==> config.mk <==
export PLATFORM = sky130hd
export DESIGN_NAME = spiq_front
export DESIGN_NICKNAME = d
export VERILOG_FILES = /design/src/rtl/spiq_pkg.sv /design/src/rtl/spiq_fifo.sv /design/src/rtl/spiq_regs.sv /design/src/rtl/spiq_front.sv
export SDC_FILE = /design/constraint.sdc
export NUM_CORES = 1
export LEC_CHECK = 0
export ABC_AREA = 1
export BUFFER_PORTS_ARGS = -buffer_cell sky130_fd_sc_hd__buf_2
export CAP_MARGIN = 20
export CORE_MARGIN = 5
export CORE_UTILIZATION = 36
export DETAILED_ROUTE_END_ITERATION = 8
export PLACE_DENSITY = 0.51
export SLEW_MARGIN = 20
export SYNTH_ARGS = -nofsm -noshare
export SYNTH_HDL_FRONTEND = slang
export SYNTH_SLANG_ARGS = --single-unit
==> constraint.sdc <==
create_clock -name clk -period 2.8 [get_ports clk]
set_input_delay 0.56 -clock clk [delete_from_list [all_inputs] [get_ports clk]]
set_output_delay 0.56 -clock clk [all_outputs]
set_load 0.01 [all_outputs]
==> src/rtl/spiq_pkg.sv <==
`timescale 1ns/1ps
package spiq_pkg;
  // Register offsets on the byte-addressed bus
  localparam logic [7:0] OFS_CTRL  = 8'h00;
  localparam logic [7:0] OFS_FRAME = 8'h04;
  localparam logic [7:0] OFS_IEN   = 8'h0C;
  localparam logic [7:0] OFS_STAT  = 8'h10;
  localparam logic [7:0] OFS_RXB   = 8'h40;
  localparam logic [7:0] OFS_TXB   = 8'h44;
  localparam logic [7:0] OFS_RXW   = 8'h48;
  localparam logic [7:0] OFS_TXW   = 8'h4C;
  localparam logic [7:0] OFS_UPPER = 8'h50;

  // Status bit positions
  localparam int ST_TXDONE = 0;
  localparam int ST_RXDONE = 1;
  localparam int ST_RXAV   = 2;
  localparam int ST_TXSPC  = 3;
  localparam int ST_RXEMP  = 4;
  localparam int ST_TXFUL  = 5;
  localparam int ST_ERR    = 6;
  localparam int ST_RDY    = 7;
  localparam int ST_X4     = 8;

  localparam int STAT_W = 9;
  localparam int IEN_W  = 6;
  localparam int CTRL_X4_BIT = 16;
  localparam int CTRL_EN_BIT = 0;
endpackage

==> src/rtl/spiq_fifo.sv <==
`timescale 1ns/1ps
// Byte queue that can take or give up to four bytes per clock.
// The caller must only request a push that fits and a pop that is covered.
module spiq_fifo #(
  parameter int DEPTH = 16,
  localparam int AW = $clog2(DEPTH),
  localparam int CW = AW + 1
) (
  input  logic          clk,
  input  logic          rst,
  input  logic [2:0]    push_n,
  input  logic [31:0]   push_data,
  input  logic [2:0]    pop_n,
  output logic [31:0]   peek,
  output logic [CW-1:0] count
);
  logic [7:0]    mem [DEPTH];
  logic [AW-1:0] wp, rp;
  logic [CW-1:0] cnt;

  always_ff @(posedge clk) begin
    if (rst) begin
      wp  <= '0;
      rp  <= '0;
      cnt <= '0;
    end else begin
      wp  <= wp + AW'(push_n);
      rp  <= rp + AW'(pop_n);
      cnt <= cnt + CW'(push_n) - CW'(pop_n);
    end
  end

  // Storage without reset so it can map onto distributed memory
  always_ff @(posedge clk) begin
    for (int k = 0; k < 4; k++) begin
      if (k < int'(push_n)) mem[wp + AW'(k)] <= push_data[8*k +: 8];
    end
  end

  always_comb begin
    for (int k = 0; k < 4; k++) peek[8*k +: 8] = mem[rp + AW'(k)];
  end

  assign count = cnt;
endmodule

==> src/rtl/spiq_regs.sv <==
`timescale 1ns/1ps
module spiq_regs
  import spiq_pkg::*;
#(
  parameter int DEPTH = 16,
  localparam int CW = $clog2(DEPTH) + 1
) (
  input  logic              clk,
  input  logic              rst,
  input  logic              reg_wr,
  input  logic              reg_rd,
  input  logic [7:0]        reg_addr,
  input  logic [31:0]       reg_wdata,
  output logic [31:0]       reg_rdata,
  input  logic [CW-1:0]     tx_cnt,
  input  logic [CW-1:0]     rx_cnt,
  input  logic [31:0]       rx_peek,
  output logic [2:0]        tx_push_n,
  output logic [31:0]       tx_push_data,
  output logic [2:0]        rx_pop_n,
  input  logic              rx_push,
  input  logic              eng_tx_done,
  input  logic              eng_rx_done,
  input  logic              eng_busy,
  output logic [31:0]       ctrl_q,
  output logic [31:0]       frame_q,
  output logic [15:0]       upper_q,
  output logic [IEN_W-1:0]  ien_q,
  output logic [STAT_W-1:0] stat_vec,
  output logic              irq
);
  localparam logic [CW-1:0] DEPTH_C = CW'(DEPTH);
  localparam logic [CW-1:0] FOUR_C  = CW'(4);

  logic wr_txb, wr_txw, rd_rxb, rd_rxw, wr_stat;
  logic tx_byte_ok, tx_word_ok, rx_byte_ok, rx_word_ok, err_set;
  logic tx_done_q, rx_done_q, rx_av_q, err_q;
  logic [CW-1:0] tx_free;

  assign wr_txb  = reg_wr && (reg_addr == OFS_TXB);
  assign wr_txw  = reg_wr && (reg_addr == OFS_TXW);
  assign rd_rxb  = reg_rd && (reg_addr == OFS_RXB);
  assign rd_rxw  = reg_rd && (reg_addr == OFS_RXW);
  assign wr_stat = reg_wr && (reg_addr == OFS_STAT);

  assign tx_free    = DEPTH_C - tx_cnt;
  assign tx_byte_ok = wr_txb && (tx_cnt != DEPTH_C);
  assign tx_word_ok = wr_txw && (tx_free >= FOUR_C);
  assign rx_byte_ok = rd_rxb && (rx_cnt != '0);
  assign rx_word_ok = rd_rxw && (rx_cnt >= FOUR_C);
  assign err_set    = (wr_txw && !tx_word_ok) || (rd_rxw && !rx_word_ok);

  always_comb begin
    tx_push_n    = tx_word_ok ? 3'd4 : (tx_byte_ok ? 3'd1 : 3'd0);
    tx_push_data = wr_txw ? reg_wdata : {24'h0, reg_wdata[7:0]};
    rx_pop_n     = rx_word_ok ? 3'd4 : (rx_byte_ok ? 3'd1 : 3'd0);
  end

  // Configuration registers
  always_ff @(posedge clk) begin
    if (rst) begin
      ctrl_q  <= '0;
      frame_q <= '0;
      upper_q <= '0;
      ien_q   <= '0;
    end else if (reg_wr) begin
      case (reg_addr)
        OFS_CTRL:  ctrl_q  <= reg_wdata;
        OFS_FRAME: frame_q <= reg_wdata;
        OFS_UPPER: upper_q <= reg_wdata[15:0];
        OFS_IEN:   ien_q   <= reg_wdata[IEN_W-1:0];
        default: ;
      endcase
    end
  end

  // Sticky flags: a set in the same clock as a clear wins
  always_ff @(posedge clk) begin
    if (rst) begin
      tx_done_q <= 1'b0;
      rx_done_q <= 1'b0;
      rx_av_q   <= 1'b0;
      err_q     <= 1'b0;
    end else begin
      tx_done_q <= eng_tx_done | (tx_done_q & ~(wr_stat & reg_wdata[ST_TXDONE]));
      rx_done_q <= eng_rx_done | (rx_done_q & ~(wr_stat & reg_wdata[ST_RXDONE]));
      rx_av_q   <= rx_push     | (rx_av_q   & ~(wr_stat & reg_wdata[ST_RXAV]));
      err_q     <= err_set     | (err_q     & ~(wr_stat & reg_wdata[ST_ERR]));
    end
  end

  always_comb begin
    stat_vec            = '0;
    stat_vec[ST_TXDONE] = tx_done_q;
    stat_vec[ST_RXDONE] = rx_done_q;
    stat_vec[ST_RXAV]   = rx_av_q;
    stat_vec[ST_TXSPC]  = (tx_cnt != DEPTH_C);
    stat_vec[ST_RXEMP]  = (rx_cnt == '0);
    stat_vec[ST_TXFUL]  = (tx_cnt == DEPTH_C);
    stat_vec[ST_ERR]    = err_q;
    stat_vec[ST_RDY]    = ~eng_busy;
    stat_vec[ST_X4]     = ctrl_q[CTRL_X4_BIT];
  end

  always_ff @(posedge clk) begin
    if (rst) irq <= 1'b0;
    else     irq <= |(stat_vec[IEN_W-1:0] & ien_q);
  end

  // Registered read data
  always_ff @(posedge clk) begin
    if (rst) begin
      reg_rdata <= '0;
    end else if (reg_rd) begin
      case (reg_addr)
        OFS_CTRL:  reg_rdata <= ctrl_q;
        OFS_FRAME: reg_rdata <= frame_q;
        OFS_UPPER: reg_rdata <= {16'h0, upper_q};
        OFS_IEN:   reg_rdata <= {{(32-IEN_W){1'b0}}, ien_q};
        OFS_STAT:  reg_rdata <= {{(32-STAT_W){1'b0}}, stat_vec};
        OFS_RXB:   reg_rdata <= rx_byte_ok ? {24'h0, rx_peek[7:0]} : 32'h0;
        OFS_RXW:   reg_rdata <= rx_word_ok ? rx_peek : 32'h0;
        default:   reg_rdata <= 32'h0;
      endcase
    end
  end
endmodule

==> src/rtl/spiq_front.sv <==
`timescale 1ns/1ps
module spiq_front
  import spiq_pkg::*;
#(
  parameter int DEPTH = 16
) (
  input  logic        clk,
  input  logic        rst,
  input  logic        reg_wr,
  input  logic        reg_rd,
  input  logic [7:0]  reg_addr,
  input  logic [31:0] reg_wdata,
  output logic [31:0] reg_rdata,
  output logic        tx_out_valid,
  output logic [7:0]  tx_out_data,
  input  logic        tx_out_ready,
  input  logic        rx_in_valid,
  input  logic [7:0]  rx_in_data,
  output logic        rx_in_ready,
  input  logic        eng_tx_done,
  input  logic        eng_rx_done,
  input  logic        eng_busy,
  output logic [31:0] cfg_ctrl,
  output logic [31:0] cfg_frame,
  output logic [15:0] cfg_upper,
  output logic        irq
);
  localparam int CW = $clog2(DEPTH) + 1;
  localparam logic [CW-1:0] DEPTH_C = CW'(DEPTH);

  logic [CW-1:0]     tx_cnt, rx_cnt;
  logic [31:0]       tx_peek, rx_peek, tx_push_data;
  logic [2:0]        tx_push_n, tx_pop_n, rx_push_n, rx_pop_n;
  logic [STAT_W-1:0] stat_vec;
  logic [IEN_W-1:0]  ien_q;
  logic              rx_push;

  assign tx_out_valid = cfg_ctrl[CTRL_EN_BIT] && (tx_cnt != '0);
  assign tx_out_data  = tx_peek[7:0];
  assign tx_pop_n     = (tx_out_valid && tx_out_ready) ? 3'd1 : 3'd0;

  assign rx_in_ready  = (rx_cnt != DEPTH_C);
  assign rx_push      = rx_in_valid && rx_in_ready;
  assign rx_push_n    = rx_push ? 3'd1 : 3'd0;

  spiq_fifo #(.DEPTH(DEPTH)) u_txq (
    .clk(clk), .rst(rst),
    .push_n(tx_push_n), .push_data(tx_push_data),
    .pop_n(tx_pop_n), .peek(tx_peek), .count(tx_cnt)
  );

  spiq_fifo #(.DEPTH(DEPTH)) u_rxq (
    .clk(clk), .rst(rst),
    .push_n(rx_push_n), .push_data({24'h0, rx_in_data}),
    .pop_n(rx_pop_n), .peek(rx_peek), .count(rx_cnt)
  );

  spiq_regs #(.DEPTH(DEPTH)) u_regs (
    .clk(clk), .rst(rst),
    .reg_wr(reg_wr), .reg_rd(reg_rd), .reg_addr(reg_addr),
    .reg_wdata(reg_wdata), .reg_rdata(reg_rdata),
    .tx_cnt(tx_cnt), .rx_cnt(rx_cnt), .rx_peek(rx_peek),
    .tx_push_n(tx_push_n), .tx_push_data(tx_push_data), .rx_pop_n(rx_pop_n),
    .rx_push(rx_push), .eng_tx_done(eng_tx_done), .eng_rx_done(eng_rx_done),
    .eng_busy(eng_busy),
    .ctrl_q(cfg_ctrl), .frame_q(cfg_frame), .upper_q(cfg_upper),
    .ien_q(ien_q), .stat_vec(stat_vec), .irq(irq)
  );
endmodule

==> out/qor.yml <==
relSlewSlack: 0.440
synth.yosys.warnings: 0
drcViolationCount: 0
vias: 25700
synth-simple-area-share: 0.376
setup_viol_count_final: 7
outcome: "complete, but fails checks"
rsz0062_at_grt: "yes"
peakVddDrop_mv: 0.440
place.detailed.hpwl_um: 74700
p_leak_nw: 13.3
synth-seq-cells: 405
final_cells: 4746
cpLargestDelayFamily: "buffers and inverters"
antenna_found_initial: 4
fmax_mhz: 349
synthAdderAreaFrac: 0.0171
multi_input_comb_area_mm2: 0.0127
synth_most_common_cell: "nand2_1"
hp-class: "in -> reg"
drtIter0Drc: 2466
insertion_delay_ns: 0.62
synth_top_family_by_area: "simple AND/OR/NAND/NOR gates"
final_antenna_net_count: 0
r2r_setup_slack_ns: 0.24
root_buffer: "clkbuf_16"
seq_area_mm2: 0.0107
endpoint_kind: "output pin"
seqPwrFrac: 0.449
synth_edf_count: 256
synth_cell_type_count: 44
hold_end: "u_regs.rx_done_q"
path_buf_inv: 3
max_stage_delay_ns: 0.38
slew_violations: 0
violations: "negative setup slack"
p_int_mw: 10.9
cp_slowest_cell: "dfxtp_4"
num-nets-final: 3863
power_density_mw_per_mm2: 476
crit_chain: "buf_8, buf_12, mux2i_2, o21ai_1, o211ai_1, nand2_1, buf_2"
avgSynthCellArea_um2: 7.10
worst_pin_slew_ns: 0.838
h-tree-depth: 2
wl_met3_um: 7600
maxCapViolCount: 0
final.min_clock_period_ns: 2.86
finalHoldViolCount: 0
r2r_end: "u_txq.count[4]"
whs_path_depth: 3
power.switching_mw: 3.57
cts_buffers: 50
cp.required_ns: 2.24
min_from: "eng_rx_done"
syn-num-nets: 3620
grt_pass1_wl_um: 156000
fp.dieH_um: 274
highest_layer: "met5"
synth_largest_area_cell: "edfxtp_1"
grt_max_degree: 130
setup-tns-final_ns: -0.265
clock_sinks: 405
netlist_instances: 3530
critical_path.max_fanout: 13
clkTransAtPathRegs_ns: 0.06
place.gp.congestion: 0.959
wl_per_cell_um: 22.5
rows: 96
setup_slack_ns: -0.0631
place.port_buffers: 179
die_area_mm2: 0.0750
grt-ovfl-total: 0
grt_pass1_vias: 23700
post_drt_via_cell_ratio: 5.42
synth_xor_area_frac: 0.00280
cts_tree: "yes"
combPwrFrac: 0.073
drive_gt1_frac: 0.151
cts_hold_buffers: 0
worstReg2RegStart: "u_txq.count[2]"
ys_seq_area_frac: 0.426
firstDrtPassIters: 7
reg2reg_depth: 15
finish.utilization: 0.441
coreArea_mm2: 0.0688
finClkSkew_ns: 0.0240
syn-cell-area_mm2: 0.0251
synthFlopType: "edfxtp_1"
swShare: 0.247
fillCellCount: 7151
cp-start-kind: "flip-flop"
synth_common_cells: "808 x nand2_1, 681 x nor2_1, 625 x nand3_1"
synth_area_leaders: "edfxtp_1 31%, nand3_1 12%, nand2_1 12%, dfxtp_1 12%, nor2_1 10%"
wirelength_um: 107000
syn2layout_area_growth_pct: 21.2
power_frac_clock: 0.478
wl_met1_um: 43300
power.total_mw: 14.5
start_util: 0.364
grt_usage: 0.277
cts.path.max_buffers: 3
wl_met2_um: 50100
boundaryPins: 180
dpl.cell_count: 4642
die_w_um: 274
synthMuxAreaShare: 0.0128
worst_ep_arrival_time_ns: 2.30
period_share: 1.02
synth-compound-area-share: 0.0959
synth-async-reset-ratio: 0
worstSetupPathType: "reg -> out"
yosysTopAreaCellShare: 0.307
## layer usage
metal / GRT usage / vias to the layer above
met4: 0.130 / 2
met1: 0.352 / 12000
met5: 0 / -
li1: - / 12400
met2: 0.462 / 1098
met3: 0.0443 / 266
## cell families (layout without fill, tap and decap cells)
family	count (synthesis)	in the layout
XOR/XNOR	8	8
multiplexers	32	32
buffers and inverters	433	717
flip-flops	405	405
adder cells (fa/ha/maj)	33	33
AND/OR/NAND/NOR	2199	2199
other	0	1
AO/OA/AOI/OAI	420	420
## worst reg2reg max path, delay by kind of cell (launching register included)
family                   cells  cell delay, ns
AO/OA/AOI/OAI                3            0.34
adder cells (fa/ha/maj)      4            1.14
buffers and inverters        4            0.25
flip-flops                   1            0.33
AND/OR/NAND/NOR              4            0.42
## layout make-up
type                       instances  share of cell area
multi-input combinational       2692               0.420
sequential                       405               0.352
timing repair buffer             410               0.105
clock buffer                      71              0.0506
tap                              931              0.0384
inverter                         214              0.0265
clock inverter                    22             0.00799
antenna                            1           0.0000824
## state kept, by name (all words and copies together) (netlist names), 5 cells and up
name,flops
u_regs.ctrl_q,32
u_regs.frame_q,32
u_regs.ien_q,6
u_regs.reg_rdata,32
u_regs.upper_q,16
u_rxq.count,5
u_rxq.mem,128
u_txq.count,5
u_txq.mem,128
## power groups by stage
stage	registers (mW)	logic (mW)	clock network, mW
2_1_floorplan	6.61	0.617	0
3_3_place_gp	6.62	1.05	0
3_5_place_dp	6.62	1.06	0
4_1_cts	6.49	1.06	7.04
5_1_grt	6.50	1.18	7.29
6_report	6.49	1.06	6.91
## metrics by stage
step / setup WS (ns) / cell area, µm² / hold slack, ns
global route: -0.120 / 30400 / 0.185
floorplan: 0.0441 / 25100 / 0.451
CTS: -0.0940 / 30300 / 0.150
finish: -0.0631 / 30400 / 0.187
detailed placement: -0.00914 / 28400 / 0.453
global placement: 0.000882 / 28400 / 0.452
## worst max-delay path by stage
| stage | start | endpoint | slack, ns | cells past startpoint |
|---|---|---|---|---|
| 3_5_place_dp | reg_addr[1] | u_txq.count[4] | -0.009 | 14 |
| 4_1_cts | u_txq.rp[0] | tx_out_data[3] | -0.09 | 7 |
| 5_1_grt | u_txq.rp[0] | tx_out_data[7] | -0.12 | 7 |
| 3_3_place_gp | reg_addr[7] | u_txq.count[4] | 0.0009 | 14 |
| 2_1_floorplan | reg_addr[1] | u_txq.count[3] | 0.04 | 15 |
| 6_report | u_txq.rp[0] | tx_out_data[5] | -0.06 | 7 |
## cell usage in the layout (no fill, tap or decap), types with 38 or more instances in the layout
master and count:
nand2_1 807, nor2_1 677, nand3_1 624, edfxtp_1 256, buf_4 185, inv_1 182, buf_2 178, dfxtp_1 144
a21oi_1 141, o21ai_0 128, a211oi_1 71, clkbuf_16 54, buf_12 40, nand4_1 38
## repair_timing
item / CTS / global route
resized for setup: 20 / 24
endpoints found under the setup margin: 8 / 9
pin swaps: 10 / 13
gates cloned: 1 / 0
buffers inserted: 4 / 5
No activity file was read; power rests on OpenSTA's default activity.
